--- src/rtl/reload_timer.sv ---
module reload_timer #(
  parameter int NCH = 3,
  parameter int AW  = 8
) (
  input  logic            clk,
  input  logic            rst_n,
  input  logic            bus_en,
  input  logic            bus_we,
  input  logic [AW-1:0]   bus_addr,
  input  logic [3:0]      bus_be,
  input  logic [31:0]     bus_wdata,
  output logic [31:0]     bus_rdata,
  output logic [NCH-1:0]  irq
);
  localparam int PW = 10;
  localparam int IW = AW - 2;

  logic [NCH-1:0]        start_q;
  logic [NCH-1:0]        tick, flag_q, wr_cnt, wr_ctl;
  logic [NCH-1:0][31:0]  cnt_q, rd_ch;

  wire          wr   = bus_en & bus_we;
  wire [IW-1:0] widx = bus_addr[AW-1:2];
  wire          run_hit = (widx == IW'(1));

  function automatic logic [31:0] merge(input logic [31:0] o, input logic [31:0] w,
                                        input logic [3:0] be);
    logic [31:0] r;
    r = o;
    for (int k = 0; k < 4; k++)
      if (be[k]) r[8*k +: 8] = w[8*k +: 8];
    return r;
  endfunction

  always_ff @(posedge clk) begin
    if (!rst_n) start_q <= '0;
    else if (wr && run_hit && bus_be[0]) start_q <= bus_wdata[NCH-1:0];
  end

  for (genvar ch = 0; ch < NCH; ch++) begin : g_ch
    localparam int BASE = 2 + 3 * ch;
    logic [31:0]   cst_r, cnt_r;
    logic [2:0]    psc_r;
    logic          ie_r, flag_r;
    logic [PW-1:0] pre_r, lim;
    logic          hit_cst, hit_cnt, hit_ctl, psc_chg, under;

    assign hit_cst = (widx == IW'(BASE));
    assign hit_cnt = (widx == IW'(BASE + 1));
    assign hit_ctl = (widx == IW'(BASE + 2));
    assign wr_cnt[ch] = wr & hit_cnt;
    assign wr_ctl[ch] = wr & hit_ctl;
    assign psc_chg = wr_ctl[ch] & bus_be[0] & (bus_wdata[2:0] != psc_r);

    always_comb begin
      case (psc_r)
        3'd1:    lim = PW'(15);
        3'd2:    lim = PW'(63);
        3'd3:    lim = PW'(255);
        3'd4:    lim = PW'(1023);
        default: lim = PW'(3);
      endcase
    end

    assign tick[ch] = start_q[ch] & (pre_r == lim);
    assign under    = tick[ch] & (cnt_r == '0);

    always_ff @(posedge clk) begin
      if (!rst_n) begin
        pre_r  <= '0;
        cst_r  <= '1;
        cnt_r  <= '1;
        psc_r  <= '0;
        ie_r   <= 1'b0;
        flag_r <= 1'b0;
      end else begin
        if (!start_q[ch] || psc_chg || tick[ch]) pre_r <= '0;
        else pre_r <= pre_r + 1'b1;
        if (wr && hit_cst) cst_r <= merge(cst_r, bus_wdata, bus_be);
        if (wr_cnt[ch])    cnt_r <= merge(cnt_r, bus_wdata, bus_be);
        else if (under)    cnt_r <= cst_r;
        else if (tick[ch]) cnt_r <= cnt_r - 1'b1;
        if (wr_ctl[ch] && bus_be[0]) begin
          psc_r <= bus_wdata[2:0];
          ie_r  <= bus_wdata[5];
        end
        if (under) flag_r <= 1'b1;
        else if (wr_ctl[ch] && bus_be[1] && !bus_wdata[8]) flag_r <= 1'b0;
      end
    end

    assign cnt_q[ch]  = cnt_r;
    assign flag_q[ch] = flag_r;
    assign irq[ch]    = flag_r & ie_r;
    assign rd_ch[ch]  = hit_cst ? cst_r :
                        hit_cnt ? cnt_r :
                        hit_ctl ? {23'b0, flag_r, 2'b0, ie_r, 2'b0, psc_r} : 32'b0;
  end

  always_comb begin
    bus_rdata = run_hit ? 32'(start_q) : 32'b0;
    for (int i = 0; i < NCH; i++) bus_rdata = bus_rdata | rd_ch[i];
  end
endmodule


--- config.mk ---
export PLATFORM = sky130hd
export DESIGN_NAME = reload_timer
export DESIGN_NICKNAME = d
export VERILOG_FILES = /design/src/rtl/reload_timer.sv
export SDC_FILE = /design/constraint.sdc
export NUM_CORES = 1
export LEC_CHECK = 0
export BUFFER_PORTS_ARGS = -buffer_cell sky130_fd_sc_hd__buf_2
export CAP_MARGIN = 10
export CORE_UTILIZATION = 55
export DETAILED_ROUTE_END_ITERATION = 6
export HOLD_SLACK_MARGIN = 0.15
export PLACE_DENSITY = 0.73
export SYNTH_ARGS = -nofsm -noshare
export SYNTH_HDL_FRONTEND = slang
export SYNTH_SLANG_ARGS = --single-unit
--- constraint.sdc ---
create_clock -name clk -period 3.2 [get_ports clk]
set_clock_uncertainty 0.1 [all_clocks]
set_input_delay 0.32 -clock clk [delete_from_list [all_inputs] [get_ports clk]]
set_output_delay 0.32 -clock clk [all_outputs]
set_load 0.005 [all_outputs]
==> out/results.tsv <==
metric	value	unit
Starting Density	0.568	
Seq/Total Area, Yosys	0.344	
Core ar.	24600	um^2
share of cells above drive strength 1	0.125	
CTS tree	yes	
Clock Path Buffers	3	
R2R depth	7	
Die Y-Extent	161	um
First-pass DRT Iterations	7	
Port Buffer Count	80	
largest net degree at the start of global routing	86	
WL/cell	21.5	um
First DRT Iteration DRCs	1898	
Crit Path Class	reg -> reg	
CP required	3.54	ns
Ys Warns	0	
clk slew on worst S/H paths	0.06	ns
final wirelength	49.2	mm
r2r startpoint	g_ch[2].cnt_r[2]$_SDFFE_PN1P_	
violated checks	DRC	
Final setup viols	0	
DRC viols	11	
max incr delay on CP	0.58	ns
Hold-fix buffers, CTS	35	
hold path depth	3	
cell breakdown of the critical path	or4_1 > nor4_1 > and2_1 > nand3_1 > nor3_1 > a222oi_1 > a311o_1	
crit path DAT	3.33	ns
Critical Path Source Type	register	
gpl congestion	1.02	
max_slew headroom	0.390	
Yosys reg bits	240	
Clock Latency Late Sink	0.56	ns
crit path from	g_ch[2].cnt_r[2]$_SDFFE_PN1P_	
Mapped Area	14000	um^2
critical path's slowest cell	or4_1	
TNS Setup	0	ns
critical path endpoint	g_ch[2].cnt_r[29]$_SDFFE_PN1P_	
Worst Setup End Kind	register	
Primary FF master, synth	dfxtp_1	
post-cts sizing count	0	
I/O Pins	83	
initial antenna violation count	0	
DR vias/cell	6.61	
RSZ-0062 raised after global routing	false	
Layout area overhead	15.9	%
synth unique cells	73	
htree depth	1	
final period utilization	0.934	
row cnt	57	
clock sink count	240	
gr ovfl total	0	
Worst Hold Class	in -> reg	
WHS	0.187	ns
vias in the first global route	13400	
Hold Vio Cnt, Final	0	
Final Critical Period	2.99	ns
P_leak	6.45	nW
Die W	161	um
CTS buffer count	27	
die area	26100	um^2
reg-to-reg endpoint	g_ch[2].cnt_r[29]$_SDFFE_PN1P_	
Max Cap Violations	0	
Slew @ Worst Pin	0.905	ns
cells after synthesis	1839	
PD cells	400	nW/um^2
antenna-violating nets left	0	
Max VDD drop	0.000401	V
CTS Root Cell	clkbuf_16	
diode count	0	
async set-or-reset flop fraction in the synthesized netlist	0	
Final HPWL DP	36.0	mm
Fmax	0.335	GHz
pins over their slew limit	0	
Max Fanout on Critical Path	7	
first-pass GRT wire length	75.5	mm
gr usage total	0.368	
Final #Nets	1999	
Post-CTS Setup Repair Bufs	0	
net count after synthesis	1896	
setup slack, reg-to-reg	0.21	ns
Post-synth EDFFs	0	
status	finished, violations left	
Via Count	15100	
syn_area_per_cell	7.60	um^2
==> flip-flops by register name, summed over array words and instances (netlist names) <==
register / cells
g_ch.pre_r: 30
g_ch.flag_r: 3
g_ch.psc_r: 9
start_q: 3
g_ch.cnt_r: 96
g_ch.ie_r: 3
g_ch.cst_r: 96
==> where the power goes <==
group	internal, W	total (W)	leakage (nW)	switching [W]
logic	0.000123	0.000370	4.07	0.000247
clock network	0.00182	0.00310	0.436	0.00128
registers	0.00299	0.00300	1.94	0.00000807
total	0.00494	0.00647	6.45	0.00153
==> synth_stat cells (4+ instances only) <==
library cell | instances | area (um^2)
nor3b_1 | 9 | 67.6
a31oi_1 | 20 | 125
a22oi_1 | 28 | 210
nor2b_1 | 5 | 31.3
mux2_2 | 14 | 158
nand3_1 | 147 | 736
a311o_1 | 4 | 40.0
or4_1 | 14 | 105
o22ai_1 | 35 | 219
and3_1 | 9 | 56.3
nor3_1 | 46 | 230
and2_1 | 15 | 93.8
mux2i_1 | 43 | 430
o21ai_0 | 93 | 465
buf_2 | 11 | 55.1
nand4b_1 | 7 | 61.3
a21oi_1 | 62 | 310
nor2_1 | 131 | 492
o221ai_1 | 18 | 158
a211oi_1 | 6 | 45.0
nand4_1 | 16 | 100
ha_1 | 9 | 113
nand2_1 | 376 | 1410
nor4_1 | 32 | 200
xor2_1 | 48 | 420
or2_2 | 9 | 56.3
clkbuf_1 | 103 | 387
a222oi_1 | 58 | 581
xnor2_1 | 43 | 377
a211o_1 | 9 | 78.8
nand2b_1 | 10 | 62.6
or3_1 | 20 | 125
inv_1 | 19 | 71.3
o2111ai_1 | 10 | 87.6
o211ai_1 | 32 | 240
o21ai_1 | 5 | 25.0
o31ai_1 | 9 | 67.6
o41ai_1 | 4 | 35.0
a221oi_1 | 12 | 105
dfxtp_1 | 240 | 4800
==> area by class of cell <==
class,count,area [um^2]
multi-input cells,1459,8630
well taps,324,405
clock buffers,38,767
flip-flops and latches,240,4800
inverters,19,71.3
repair buffers,195,1400
fillers,2192,8410
clock inverters,10,108
==> worst min-delay path by stage <==
stage,slack [ns],endpoint,from
floorplan,0.31,g_ch[0].pre_r[0]$_SDFF_PP0_,g_ch[0].pre_r[0]$_SDFF_PP0_
global placement,0.32,g_ch[0].pre_r[0]$_SDFF_PP0_,g_ch[0].pre_r[0]$_SDFF_PP0_
detailed placement,0.35,g_ch[0].pre_r[0]$_SDFF_PP0_,g_ch[0].pre_r[0]$_SDFF_PP0_
CTS,0.16,g_ch[2].cnt_r[6]$_SDFFE_PN1P_,bus_be[0]
global route,0.19,g_ch[2].cnt_r[6]$_SDFFE_PN1P_,bus_be[0]
finish,0.19,g_ch[2].cnt_r[6]$_SDFFE_PN1P_,bus_be[0]
==> kinds of logic (layout without fill, tap and decap cells) <==
family,after synthesis,after routing,synth area share
and+or+nand+nor,875,875,0.293
adders and majority gates,9,9,0.00806
xor gates and xnor gates,91,91,0.0570
AOI/OAI and AO/OA,425,425,0.213
DFF,240,240,0.344
buffers and inverters,140,262,0.0403
muxes,59,59,0.0453
==> critical path, delay by kind of cell (launching register included) <==
family / cells / cell delay (ns)
compound gates: 2 / 0.55
simple gates: 5 / 1.85
flops: 1 / 0.36
==> through the flow <==
step / area [um^2] / total power (W) / setup slack (ns) / instances / utilization
after global placement: 15000 / 0.00339 / 0.322 / 2202 / 0.608
after global routing: 16200 / 0.00661 / 0.0132 / 2285 / 0.658
after detailed placement: 15000 / 0.00338 / 0.286 / 2202 / 0.608
after CTS: 16200 / 0.00648 / 0.275 / 2285 / 0.658
after floorplan: 14000 / 0.00321 / 0.449 / 1839 / -
final: 16200 / 0.00647 / 0.212 / 2285 / 0.658
==> placed cells by master, fill, tap and decap left out, types with 12 or more instances in the layout <==
cell type      count
nor2_1           126
clkbuf_16         27
a221oi_1          12
inv_1             19
buf_4             77
o221ai_1          18
a21oi_1           62
a222oi_1          58
xor2_1            48
and2_1            15
o211ai_1          32
dfxtp_1          240
mux2_2            14
nand2_1          376
o21ai_0           93
a31oi_1           20
dlygate4sd3_1     35
nor4_1            32
xnor2_1           43
or4_1             14
nand4_1           16
or3_1             20
o22ai_1           35
mux2i_1           43
nor3_1            43
a22oi_1           28
buf_2             79
nand3_1          147
==> layer usage <==
| layer | vias up | track usage | part of all wire |
|---|---|---|---|
| met5 | - | 0 | 0 |
| met4 | 0 | 0.147 | 0.040 |
| met3 | 124 | 0.0737 | 0.12 |
| met2 | 872 | 0.537 | 0.41 |
| met1 | 7092 | 0.527 | 0.42 |
| li1 | 7015 | - | - |
Power figures use the tool's default switching activity.
